<file path="src/rtl/rgn_pkg.sv">
package rgn_pkg;
  typedef enum logic [1:0] {
    RGN_OFF   = 2'd0,
    RGN_TOR   = 2'd1,
    RGN_NA4   = 2'd2,
    RGN_NAPOT = 2'd3
  } rgn_mode_e;
endpackage

</file>
<file path="src/rtl/rgn_bound_dec.sv">
module rgn_bound_dec
  import rgn_pkg::*;
#(
  parameter int AW = 32
) (
  input  rgn_mode_e         mode_i,
  input  logic [AW-1:0]     this_i,
  input  logic [AW-1:0]     prev_i,
  output logic [AW-1:0]     lo_o,
  output logic [AW-1:0]     hi_o
);
  logic [AW-1:0] base_b, prev_b, tor_hi, napot_a;

  assign base_b  = {this_i[AW-3:0], 2'b00};
  assign prev_b  = {prev_i[AW-3:0], 2'b00};
  assign tor_hi  = base_b - AW'(1);
  assign napot_a = base_b | AW'(3);

  always_comb begin
    lo_o = '0;
    hi_o = '0;
    unique case (mode_i)
      RGN_OFF: begin
        lo_o = '0;
        hi_o = '1;
      end
      RGN_TOR: begin
        // inverted range collapses to byte 0
        if (prev_b > tor_hi) begin
          lo_o = '0;
          hi_o = '0;
        end else begin
          lo_o = prev_b;
          hi_o = tor_hi;
        end
      end
      RGN_NA4: begin
        lo_o = base_b;
        hi_o = base_b + AW'(3);
      end
      RGN_NAPOT: begin
        // trailing ones select the size
        lo_o = napot_a & (napot_a + AW'(1));
        hi_o = napot_a | (napot_a + AW'(1));
      end
      default: begin
        lo_o = '0;
        hi_o = '0;
      end
    endcase
  end
endmodule

</file>
<file path="config.mk">
export PLATFORM = sky130hd
export DESIGN_NAME = rgn_bound_dec
export DESIGN_NICKNAME = d
export VERILOG_FILES = /design/src/rtl/rgn_pkg.sv /design/src/rtl/rgn_bound_dec.sv
export SDC_FILE = /design/constraint.sdc
export NUM_CORES = 1
export LEC_CHECK = 0
export ABC_AREA = 0
export BUFFER_PORTS_ARGS = -buffer_cell sky130_fd_sc_hd__buf_4
export CAP_MARGIN = 20
export CORE_MARGIN = 1.5
export CORE_UTILIZATION = 49
export DETAILED_ROUTE_END_ITERATION = 12
export MAX_ROUTING_LAYER = met4
export PLACE_DENSITY = 0.83
export SYNTH_ARGS = -nofsm -noshare
export SYNTH_HDL_FRONTEND = slang
export SYNTH_SLANG_ARGS = --single-unit
</file>
<file path="constraint.sdc">
create_clock -name vclk -period 7.94
set_input_delay 1.985 -clock vclk [all_inputs]
set_output_delay 1.985 -clock vclk [all_outputs]
set_load 0.01 [all_outputs]
</file>
---- Word level (Yosys, flattened, before mapping) ----
Index checks and enable logic that the tools add are counted.
storage, ports and cells
  register bits ........................... 0
  bits of input ports ..................... 66
  output and inout port bits .............. 64
operators by class
  add/subtract/negate cells ............... 3
  magnitude comparators ................... 1
  equal/unequal tests ..................... 3
  muxes and demuxes ....................... 4
  bitwise gates (word level) .............. 2
  reduce and logical (&&, ||, !) cells .... 1
operators with widths
  kind                                                 number
  case mux 32 bit (4 select lines)                     2
  2-to-1 mux 32 bit                                    2
  adder 32 x 1 -> 32 bit, second input constant        1
  adder 32 x 2 -> 32 bit, second input constant        1
  AND 32 bit                                           1
  > comparator 32 bit                                  1
  OR 32 bit                                            1
  subtractor 32 x 1 -> 32 bit, second input constant   1
  equality test 2 bit, second input constant           2
  equality test 2 x 1 -> 1 bit, second input constant  1
  zero test 2 bit                                      1

---- Longest topological paths before layout ----
  depth in word-level cells ............... 4
  depth in mapped cells ................... 16

---- Least setup slack after synthesis ----
No wires, ideal clock.
  path type ............................... input port to output port
  start point ............................. input port this_i[5]
  end point ............................... output port lo_o[12]
  data arrival time ....................... 5.574 ns
  path slack .............................. 0.381 ns
  stages .................................. 13
  path buffers ............................ 2
  path through ............................ clkbuf_4 or4_1 nor4_4 nand3_2 or3_1 xnor2_1 ha_1 nand4_1 or4_1 a311o_1 and2_1 clkbuf_1 a32o_1
between the ends
  longest elaborated chain between the ends .. 4
  elaborated cells on any way between the ends .. 6
  those cells by class .................... add/sub (2); order compare (1); mux (2); bitwise (1)
ends and longest elaborated chain
  item                                line                 text
  start, declared                     rgn_bound_dec.sv:7   input logic [AW-1:0] this_i,
  subtractor 32 x 1 -> 32 bit         rgn_bound_dec.sv:16  assign tor_hi = base_b - AW'(1);
  > comparator 32 bit                 rgn_bound_dec.sv:29  if (prev_b > tor_hi) begin
  2-to-1 mux 32 bit                   rgn_bound_dec.sv:29
  case mux 32 bit (4 select lines) *  rgn_bound_dec.sv:22  unique case (mode_i)
  end, declared                       rgn_bound_dec.sv:9   output logic [AW-1:0] lo_o,
Every way passes the cells marked *; elsewhere a longest branch is shown, timed or not.

---- Final worst setup path ----
Same ends and word-level chain as after synthesis.

==> results.py <==
metrics = {
    "critical_path": {
        "worstPathMaxFanout": 14,
        "crit_type": "in -> out",
        "cp_data_required_time_ns": 5.96,
        "end_kind": "output pin",
        "cp_data_arrival_time_ns": 5.86,
        "startpoint_type": "input port",
    },
    "drt": {
        "route.met3.wl_um": 658,
        "wl_per_cell_um": 15.7,
        "wl_met1_um": 3540,
        "drt-total-wl_um": 8620,
        "vias": 3300,
        "first_pass_iters": 5,
        "drtIter0Drc": 248,
        "drcViolationCount": 0,
        "top_layer": "met4",
        "dr_wl_met2_um": 4250,
        "antenna_left": 0,
        "viasPerCell": 6.01,
    },
    "sta": {
        "fmaxAchievable_mhz": 128,
        "fin_crit_sh": 0.988,
        "setup-violations-final": 0,
        "final_hold_viol_count": 0,
        "hold_ws_ns": 4.29,
        "slew_headroom": 0.504,
        "worst_slew_pin_slew_ns": 0.739,
        "period_minus_slack_ns": 7.84,
        "finalMaxSlewViolations": 0,
    },
    "final_layout": {
        "nNetsFinal": 580,
        "area_delta_synth_final_pct": 35.9,
        "clkbuf_count": 0,
        "seq_cells": 0,
        "num_antenna_cells": 0,
        "layout-drive-gt1-share": 0.324,
        "register_area_um2": 0,
    },
    "global_routing": {
        "antenna_found_initial": 0,
        "grt_pass1_wl_um": 13000,
        "grt_pass1_vias": 2992,
        "grt_use_total": 0.290,
        "grt_max_degree": 43,
        "overflow": 0,
    },
    "synthesis": {
        "syn-mean-instance-area_um2": 6.90,
        "synth_area_um2": 2580,
        "yosysTopAreaCell": "ha_1",
        "ys_seq_area_frac": 0,
        "synth_top_cell_area_share": 0.160,
        "ys_types": 56,
        "synth_area_leaders": "ha_1 16%, xnor2_1 8.1%, a32o_1 7.4%, inv_1 5.7%, a221oi_1 5.4%",
        "synth_cells": 374,
        "yosys_warnings": 0,
    },
    "pwr": {
        "p_leak_nw": 1.62,
        "peakVddDrop_mv": 0.0329,
        "power.density_nw_per_um2": 60.2,
        "total_power_uw": 211,
    },
    "hold_path": {
        "min_path_type": "in -> out",
        "holdPathEnd": "lo_o[8]",
        "whs_path_depth": 3,
        "hold_path_startpoint": "prev_i[6]",
    },
    "clocking": {
        "ctsHoldBuffers": 0,
    },
    "placement": {
        "dp_hpwl_um": 6810,
        "port_buffers": 124,
        "gp_congestion": 0.944,
    },
    "floorplanning": {
        "die_area_um2": 5710,
        "coreArea_um2": 5110,
        "die_h_um": 75.6,
        "rows": 26,
        "ioPinCount": 130,
        "die_w_um": 75.6,
        "start_util": 0.505,
    },
    "flow_run": {
        "cap_violations": 0,
    },
    "outcome": {
        "outcome": "finished clean",
    },
}
cell type report:
type | count | area, µm²
Multi-Input combinational cell | 305 | 2240
Inverter | 39 | 146
Timing Repair Buffer | 135 | 1030
Tap cell | 70 | 87.6
Fill cell | 463 | 1600
cells in the final DEF (no fill, tap or decap), types with 12 or more instances in the layout:
cell      instances
nor2_1           34
nor3_1           12
nand3_1          15
a21oi_1          24
nand2_1          27
a221oi_1         16
ha_1             33
buf_4           133
inv_1            39
nand4_1          12
xnor2_1          23
a32o_1           19
how the worst max path moves through the flow:
stage | from | to | cells past startpoint
CTS | this_i[5] | lo_o[12] | 14
global placement | this_i[5] | lo_o[14] | 14
floorplan | this_i[5] | lo_o[12] | 13
finish | this_i[5] | lo_o[12] | 14
global route | this_i[5] | lo_o[12] | 15
detailed placement | this_i[5] | lo_o[12] | 14
kinds of logic (layout without fill, tap and decap cells):
kind of cell	after synthesis	after routing	synth area share
compound gates	109	109	0.319
xor+xnor	27	27	0.0916
fa+ha+maj	33	33	0.160
buf+inv	70	174	0.143
mux	2	2	0.00776
other cells	1	2	0.00145
simple gates	132	132	0.277
cells in the mapped netlist, types with 4 or more instances:
cell type	count
a21oi_1	24
xnor2_1	24
buf_4	4
nand4_1	12
o21ai_0	8
nor3_1	12
o22ai_1	9
nor4_1	4
a32o_1	19
ha_1	33
a311oi_1	4
clkbuf_8	7
inv_1	39
nand2_1	27
nor2_1	34
nand3_1	15
clkbuf_1	14
a211oi_1	8
a221oi_1	16
metal layers:
layer  vias to the layer above  GRT usage
met5                         -          -
met4                         0     0.0675
met3                        23     0.0225
met2                       183      0.524
met1                      1477      0.349
li1                       1617          -
worst max-delay path, cell delays in order:
cell and delay, ns:
buf_4 0.14, or4_4 0.58, nor4_4 0.33, nand3_2 0.14, or3_4 0.40, xnor2_1 0.14
ha_1 0.30, nand4_1 0.15, or4_4 0.57, a311o_1 0.34, and2_1 0.18, buf_6 0.17
a32o_1 0.27, buf_4 0.14
per-stage QoR:
stage	setup TNS, ns	utilization	std cells	area [µm²]	setup WS [ns]
final	0	0.687	549	3510	0.0989
after global routing	-0.203	0.687	549	3510	-0.0328
after CTS	0	0.679	547	3470	0.0305
after detailed placement	0	0.679	547	3470	0.0402
after global placement	0	0.679	547	3470	0.113
after floorplan	0	-	375	2580	0.381
repair_timing:
| action | 4_1_cts | 5_1_grt |
|---|---|---|
| endpoints found under the hold margin | 0 | 0 |
| resized for setup | 0 | 5 |
| buffers inserted | 0 | 2 |
| endpoints found under the setup margin | 0 | 42 |
where the power goes:
| part | internal (mW) | switching [mW] | leakage (nW) |
|---|---|---|---|
| logic | 0.101 | 0.110 | 1.62 |
| clock network | 0 | 0 | 0 |
| registers | 0 | 0 | 0 |
Note: power is estimated with default switching activity, not from simulation.
